`config.mk`:
```
export PLATFORM = sky130hd
export DESIGN_NAME = conv_seq
export DESIGN_NICKNAME = d
export VERILOG_FILES = /design/src/rtl/conv_seq_pkg.sv /design/src/rtl/conv_start_detect.sv /design/src/rtl/conv_phase_timer.sv /design/src/rtl/conv_seq.sv
export SDC_FILE = /design/constraint.sdc
export NUM_CORES = 1
export LEC_CHECK = 0
export BUFFER_PORTS_ARGS = -buffer_cell sky130_fd_sc_hd__buf_2
export CAP_MARGIN = 20
export CORE_MARGIN = 3
export CORE_UTILIZATION = 30
export CTS_BUF_LIST = sky130_fd_sc_hd__clkbuf_8
export CTS_CLUSTER_SIZE = 25
export DETAILED_ROUTE_END_ITERATION = 8
export MAX_ROUTING_LAYER = met4
export PLACE_DENSITY = 0.52
export SYNTH_ARGS = -nofsm -noshare
export SYNTH_HDL_FRONTEND = slang
export SYNTH_SLANG_ARGS = --single-unit
```
`constraint.sdc`:
```
create_clock -name clk -period 6.3 [get_ports clk]
set_input_delay 1.26 -clock clk [delete_from_list [all_inputs] [get_ports clk]]
set_output_delay 1.26 -clock clk [all_outputs]
set_load 0.005 [all_outputs]
```
`src/rtl/conv_seq_pkg.sv`:
```
package conv_seq_pkg;

  typedef enum logic [2:0] {
    PH_TRACK  = 3'd0,
    PH_HOLD   = 3'd1,
    PH_COARSE = 3'd2,
    PH_RESID  = 3'd3,
    PH_FINE   = 3'd4,
    PH_LATCH  = 3'd5,
    PH_ACQ    = 3'd6
  } conv_phase_e;

  // Cycle count nearest to a time in ns for a clock period in ps
  function automatic int unsigned ns_to_cycles(input int unsigned t_ns,
                                               input int unsigned clk_ps);
    int unsigned c;
    c = (t_ns * 1000 + clk_ps / 2) / clk_ps;
    return (c == 0) ? 1 : c;
  endfunction

  // Length in cycles of a phase
  function automatic int unsigned phase_cycles(input conv_phase_e p,
                                               input int unsigned h,
                                               input int unsigned c,
                                               input int unsigned r,
                                               input int unsigned f,
                                               input int unsigned a);
    case (p)
      PH_HOLD:   return h;
      PH_COARSE: return c;
      PH_RESID:  return r;
      PH_FINE:   return f;
      PH_ACQ:    return a;
      default:   return 1;
    endcase
  endfunction

  function automatic int unsigned max5(input int unsigned a, input int unsigned b,
                                       input int unsigned c, input int unsigned d,
                                       input int unsigned e);
    int unsigned m;
    m = a;
    if (b > m) m = b;
    if (c > m) m = c;
    if (d > m) m = d;
    if (e > m) m = e;
    return m;
  endfunction

endpackage

```
`src/rtl/conv_start_detect.sv`:
```
module conv_start_detect (
  input  logic clk,
  input  logic rst,
  input  logic cs_n,
  input  logic conv_n,
  output logic req,
  output logic start_rise
);
  logic req_q;

  // Both active-low inputs low: whichever falls last completes the request
  assign req = ~cs_n & ~conv_n;

  // Reset to 1 so a request already active through reset needs to drop first
  always_ff @(posedge clk) begin
    if (rst) req_q <= 1'b1;
    else     req_q <= req;
  end

  assign start_rise = req & ~req_q;
endmodule

```
`src/rtl/conv_phase_timer.sv`:
```
module conv_phase_timer #(
  parameter int unsigned CNT_W = 5
) (
  input  logic             clk,
  input  logic             rst,
  input  logic             load,
  input  logic [CNT_W-1:0] load_val,
  output logic             expired
);
  logic [CNT_W-1:0] cnt;

  always_ff @(posedge clk) begin
    if (rst)              cnt <= '0;
    else if (load)        cnt <= load_val;
    else if (cnt != '0)   cnt <= cnt - 1'b1;
  end

  assign expired = (cnt == '0);
endmodule

```
`src/rtl/conv_seq.sv`:
```
module conv_seq
  import conv_seq_pkg::*;
#(
  parameter int unsigned CLK_PS     = 4000,
  parameter int unsigned ACQ_NS     = 100,
  parameter int unsigned HOLD_CYC   = 2,
  parameter int unsigned COARSE_CYC = 4,
  parameter int unsigned RESID_CYC  = 6,
  parameter int unsigned FINE_CYC   = 4,
  parameter int unsigned ACQ_CYC    = ns_to_cycles(ACQ_NS, CLK_PS)
) (
  input  logic clk,
  input  logic rst,
  input  logic cs_n,
  input  logic conv_n,
  output logic hold,
  output logic coarse_stb,
  output logic fine_stb,
  output logic latch_stb,
  output logic irq
);
  localparam int unsigned MAX_LEN = max5(HOLD_CYC, COARSE_CYC, RESID_CYC, FINE_CYC, ACQ_CYC);
  localparam int unsigned CNT_W   = (MAX_LEN < 2) ? 1 : $clog2(MAX_LEN);

  conv_phase_e phase, phase_nx;
  logic        req, start_rise, expired, load;
  logic [CNT_W-1:0] load_val;

  // Named internal events
  logic conv_busy;   // hold interval, irq high
  logic in_acq;      // acquisition window
  logic acq_done;    // last acquisition cycle
  logic auto_restart;

  conv_start_detect u_start (
    .clk(clk), .rst(rst), .cs_n(cs_n), .conv_n(conv_n),
    .req(req), .start_rise(start_rise)
  );

  conv_phase_timer #(.CNT_W(CNT_W)) u_timer (
    .clk(clk), .rst(rst), .load(load), .load_val(load_val), .expired(expired)
  );

  assign in_acq       = (phase == PH_ACQ);
  assign acq_done     = in_acq & expired;
  assign auto_restart = acq_done & req;

  always_comb begin
    phase_nx = phase;
    case (phase)
      PH_TRACK:  if (start_rise) phase_nx = PH_HOLD;
      PH_HOLD:   if (expired)    phase_nx = PH_COARSE;
      PH_COARSE: if (expired)    phase_nx = PH_RESID;
      PH_RESID:  if (expired)    phase_nx = PH_FINE;
      PH_FINE:   if (expired)    phase_nx = PH_LATCH;
      PH_LATCH:                  phase_nx = PH_ACQ;
      PH_ACQ:    if (expired)    phase_nx = req ? PH_HOLD : PH_TRACK;
      default:                   phase_nx = PH_TRACK;
    endcase
  end

  assign load     = (phase_nx != phase);
  assign load_val = CNT_W'(phase_cycles(phase_nx, HOLD_CYC, COARSE_CYC,
                                        RESID_CYC, FINE_CYC, ACQ_CYC) - 1);

  always_ff @(posedge clk) begin
    if (rst) phase <= PH_TRACK;
    else     phase <= phase_nx;
  end

  assign conv_busy  = (phase == PH_HOLD) | (phase == PH_COARSE) | (phase == PH_RESID) |
                      (phase == PH_FINE) | (phase == PH_LATCH);
  assign irq        = conv_busy;
  assign hold       = conv_busy;
  assign coarse_stb = (phase == PH_COARSE) & expired;
  assign fine_stb   = (phase == PH_FINE) & expired;
  assign latch_stb  = (phase == PH_LATCH);

  // Assertions
  AST_RESET_QUIET: assert property (@(posedge clk) rst |=> !irq && !hold && !latch_stb);
  AST_START_RAISES_IRQ: assert property (@(posedge clk) disable iff (rst)
    (phase == PH_TRACK) && start_rise |=> irq && hold);
  AST_ONE_STROBE: assert property (@(posedge clk) disable iff (rst)
    $onehot0({coarse_stb, fine_stb, latch_stb}));
  AST_LATCH_BEFORE_FALL: assert property (@(posedge clk) disable iff (rst)
    $fell(irq) |-> $past(latch_stb));
  AST_ACQ_LOCKOUT: assert property (@(posedge clk) disable iff (rst)
    in_acq && !expired |=> !irq);
  AST_AUTO_RESTART: assert property (@(posedge clk) disable iff (rst)
    auto_restart |=> irq);
  AST_IDLE_TRACKS: assert property (@(posedge clk) disable iff (rst)
    (phase == PH_TRACK) && !start_rise |=> !irq && !hold);
endmodule

```
# Word level (Yosys, flattened, before mapping)
# Index checks and enable logic that the tools add are counted.
# word_totals
regBits	9
in_bits	4
out_inout_bits	5
word_cells	44
# classes
n_addsub	2
n_eq_ne	12
mux	11
n_bitwise	11
reduce_logical	5
# ops
operator	n
case mux 3 bit (7 select lines)	1
case mux 5 bit (4 select lines)	1
2-to-1 mux 3 bit	6
== test 3 bit, second input constant	5
== test 3 x 2 -> 1 bit, second input constant	4
2-to-1 mux 5 bit	2
subtractor 5 x 1 -> 5 bit, second input constant	2
== test 3 x 1 -> 1 bit, second input constant	2
logical NOT 5 bit	1
nonzero test 5 bit	1
bitwise AND 1 bit	4
bitwise OR 1 bit	4
logical NOT 3 bit	1
inequality test 3 bit	1
inverter 1 bit	3
nonzero test 2 bit	1
OR reduction 2 bit	1
2-to-1 mux 1 bit	1

# Logic depth before layout (Yosys ltp)
# logic_depth
word_depth	10
ltp_mapped	12
mapped_depth_nobuf	11

# Modules after synthesis
# Synthesis repeated with hierarchy kept, for this count alone.
# hier_totals
hier_cells	85
area_unflattened_um2	673.1
# by_module_without_submodules
mod	n_inst	cells_per_inst	area_each_um2	seq_area_each_um2
conv_seq	1	49	344.1	60.1
conv_phase_timer	1	32	287.8	100.1
conv_start_detect	1	4	41.3	20.0

# Worst setup path before layout
# OpenSTA, ideal clock, no wires.
# synth_path
path_type	in2reg
start	in conv_n
end	reg u_timer.cnt[4]
setup_time_ps	121
arrival_time_ps	2922
slack_ps	3256
stages	11
path_buffers	1
path_cell_list	nor2_1 -> o21ai_1 -> a21oi_1 -> a21oi_1 -> ha_1 -> clkbuf_1 -> nand2b_1 -> a32o_1 -> a221o_1 -> a31oi_1 -> nor3_2
# synth_via
elab_chain_cells	10
word_cells_on_any_way	18
cone_classes	1 x add/sub; 6 x eq/ne; 6 x mux; 3 x bitwise; 2 x reduce/logical
# synth_lines
item	line	source
start: declaration	conv_seq.sv:15	input logic conv_n,
inverter 1 bit *	conv_start_detect.sv:12	assign req = ~cs_n & ~conv_n;
bitwise AND 1 bit *	conv_start_detect.sv:12	
2-to-1 mux 1 bit / bitwise AND 1 bit (equally long branches)	conv_seq.sv:57, conv_start_detect.sv:20	
2-to-1 mux 3 bit (on tied branches)	conv_seq.sv:57, conv_seq.sv:51	
case mux 3 bit (7 select lines) *	conv_seq.sv:50	case (phase)
== test 3 bit / == test 3 x 2 -> 1 bit (equally long branches)	conv_seq_pkg.sv:28	case (p)
OR reduction 2 bit (no source line)	-	
case mux 5 bit (4 select lines)	conv_seq_pkg.sv:28	
subtractor 5 x 1 -> 5 bit	conv_seq.sv:64	RESID_CYC, FINE_CYC, ACQ_CYC) - 1);
2-to-1 mux 5 bit	conv_phase_timer.sv:14	else if (load) cnt <= load_val;
end signal: assignment	conv_phase_timer.sv:14	
end signal: assignment	conv_phase_timer.sv:15	else if (cnt != '0) cnt <= cnt - 1'b1;
end: declaration	conv_phase_timer.sv:10	logic [CNT_W-1:0] cnt;
# Every way passes the cells marked *; elsewhere a longest branch is shown, timed or not.
# A chain may end at the register's enable or synchronous reset.

# Worst setup path in the final report
# Ends and elaborated chain as after synthesis.

==> flow_metrics.env <==
export IMPL_status="finished clean"
export IMPL_synth_xor_area_share_pct=4.000
export IMPL_via_count=610
export IMPL_clock_sinks=9
export IMPL_r2r_start="phase[1]$_SDFF_PP0_"
export IMPL_power_leakage_nw=0.2987
export IMPL_cts_setup_buffers=0
export IMPL_start_util_pct=32.49
export IMPL_fin_crit_ps=3113
export IMPL_fin_nets=95
export IMPL_rsz0062_at_grt="no"
export IMPL_core_sq_um=2022
export IMPL_dr_wl_met2_um=642
export IMPL_fmax_mhz=321.2
export IMPL_fin_tns_setup_ps=0
export IMPL_numPortBuffers=8
export IMPL_viasPerCell=5.259
export IMPL_yosys_area_share_simple_pct=30.29
export IMPL_clock_path_buffers=2
export IMPL_fin_crit_sh_pct=49.42
export IMPL_skew_ps=7.082
export IMPL_maxSlewViolCount=0
export IMPL_startpoint_type="input port"
export IMPL_reg2reg_depth=9
export IMPL_wl_per_cell_um=12.61
export IMPL_hold_end="u_timer.cnt[0]$_SDFFE_PP0P_"
export IMPL_vdd_ir_drop_max_v=0.0002016
export IMPL_dr_wl_met3_um=55
export IMPL_cts_resized=0
export IMPL_hold_depth=1
export IMPL_grt_first_pass_wirelength_mm=2.635
export IMPL_timing_slew_headroom_pct=63.77
export IMPL_setup_viol=0
export IMPL_muxShareOfSynthArea_pct=0
export IMPL_place_congestion=0.7989
export IMPL_synth_seq_area_share_pct=27.43
export IMPL_grt_pass1_vias=606
export IMPL_synthDistinctLibCells=39
export IMPL_htreeDepth=1
export IMPL_synth_top_family_by_area="compound AO/OA/AOI/OAI gates"
export IMPL_antenna_found_initial=0
export IMPL_setup_slack_ps=3187
export IMPL_dpl_hpwl_mm=1.073
export IMPL_synth_edf_count=0
export IMPL_synth_compound_area_share_pct=32.00
export IMPL_die_x_um=52.80
export IMPL_ys_async_sr_fraction_pct=0
export IMPL_clk_pin_slew_ps=50
export IMPL_r2r_slack_ps=3510
export IMPL_power_per_cell_area_nw_per_um2=430.7
export IMPL_synth_flop_cell="dfxtp_1"
export IMPL_syn_area_sq_um=656.9
export IMPL_grt_overflow_total=0
export IMPL_hp_start="u_timer.cnt[0]$_SDFFE_PP0P_"
export IMPL_clk_latency_ps=230
export IMPL_dr_first_iter_drc_count=15
export IMPL_worstPathRequired_ps=6420
export IMPL_fillerInstances=212
export IMPL_synthCells=82
export IMPL_die_area_sq_um=2787
export IMPL_antenna_left=0
export IMPL_ios=9
export IMPL_worstSetupEndpointType="flip-flop"
export IMPL_cts_root_buf="clkbuf_8"
export IMPL_synthAdderAreaFrac_pct=1.905
export IMPL_antenna_cells=0
export IMPL_highest_layer="met4"
export IMPL_arrival_ps=3230
export IMPL_hold_buffers=0
export IMPL_holdCritPathClass="reg2reg"
export IMPL_grt_util_all_layers_pct=13.16
export IMPL_max_cap_violations=0
export IMPL_hold_viol_final=0
export IMPL_ys_ff_latch=9
export IMPL_syn_avg_cell_area_sq_um=8.011
export IMPL_grt_max_degree=17
export IMPL_pre_cts_slack_ps=2964
export IMPL_syn2layout_area_growth_pct=14.29
export IMPL_syn_num_nets=87
export IMPL_worst_path_max_fanout=8
export IMPL_rows=16
export IMPL_worst_slew_pin_slew_ps=542.7
export IMPL_cts_made_buffers=3
export IMPL_path_class="in2reg"
export IMPL_tritoncts="built"
export IMPL_reg2reg_to="u_timer.cnt[4]$_SDFFE_PP0P_"
export IMPL_wl_met1_um=745
export IMPL_die_h_um=52.80
export IMPL_final_layout_size_suffix_gt1_share_pct=24.72
export IMPL_drc=0
export IMPL_yosys_warnings=0
export IMPL_drt_wl_total_mm=1.463
export IMPL_dr_pass1_iters=4
[cell usage in the layout (no fill, tap or decap), types with 3 or more instances in the layout]
cell / instances
nand2b_1: 3
nand2_1: 5
a21oi_1: 9
clkbuf_8: 3
buf_2: 8
dfxtp_1: 9
nor2_1: 10
nor3_2: 3
[through the flow]
step	cells	utilization [%]	hold WS (ps)	power, mW	cell area, sq um
6_report	116	37.13	510.2	0.3233	750.7
5_1_grt	116	37.13	572.7	0.3564	750.7
4_1_cts	116	37.13	510.9	0.3275	750.7
3_5_place_dp	112	34.90	503.5	0.2602	705.7
3_3_place_gp	112	34.90	504.1	0.2619	705.7
2_1_floorplan	82	-	478.9	0.2314	656.9
[how the worst max path moves through the flow]
stage	endpoint	slack, ps	start	cells past startpoint
after global routing	u_timer.cnt[4]$_SDFFE_PP0P_	3030	conv_n	11
after floorplan	u_timer.cnt[4]$_SDFFE_PP0P_	3260	conv_n	11
after CTS	u_timer.cnt[4]$_SDFFE_PP0P_	3200	conv_n	11
after global placement	u_timer.cnt[4]$_SDFFE_PP0P_	3030	conv_n	11
final	u_timer.cnt[4]$_SDFFE_PP0P_	3190	conv_n	11
after detailed placement	u_timer.cnt[4]$_SDFFE_PP0P_	2960	conv_n	11
[critical path, stage by stage]
cell and delay, ps:
buf_2 110, nor2_1 240, o21ai_1 160, a21oi_1 180, a21oi_1 60, ha_1 300
nand2b_1 180, a32o_1 210, a221o_1 290, a31oi_1 170, nor3_2 60
[registers in the layout, summed over array words and instances (netlist names)]
signal	count
u_start.req_q	1
u_timer.cnt	5
phase	3
[synth_stat cells, types with 2 or more instances]
master	number	area share [%]
buf_2	2	1.5
nor2_1	10	5.7
nand2b_1	3	2.9
a211oi_1	2	2.3
and3_1	2	1.9
nor3_1	2	1.5
or2_2	2	1.9
xnor2_1	2	2.7
nor3_2	3	4.6
nand2_1	5	2.9
clkbuf_1	2	1.1
dfxtp_1	9	27
o21ai_0	2	1.5
o31ai_2	2	3.8
a31oi_1	2	1.9
a21oi_1	9	6.9
[routing by layer]
layer / up-vias / GRT usage, %
li1: 320 / -
met1: 277 / 16.35
met2: 9 / 19.63
met3: 4 / 3.134
met4: 0 / 6.809
met5: - / -
[final cells by class]
type	count	area, sq um	share of cell area [%]
inverter	1	3.754	0.5000
clock buffer	3	41.29	5.500
clock inverter	1	3.754	0.5000
multi-input combinational	67	447.9	59.67
sequential	9	180.2	24.00
tap	27	33.78	4.500
timing repair buffer	8	40.04	5.333
[power by group]
part	switching, mW	internal [mW]
logic	0.0894	0.0740
registers	0.0225	0.0727
clock network	0.0224	0.0424
[kinds of logic (layout without fill, tap and decap cells)]
logic type | Yosys count | count (layout)
XOR/XNOR | 3 | 3
buffers and inverters | 6 | 13
AO/OA/AOI/OAI | 29 | 29
adder cells (fa/ha/maj) | 1 | 1
flip-flops | 9 | 9
AND/OR/NAND/NOR | 34 | 34
(Power assumes the default switching activity.)
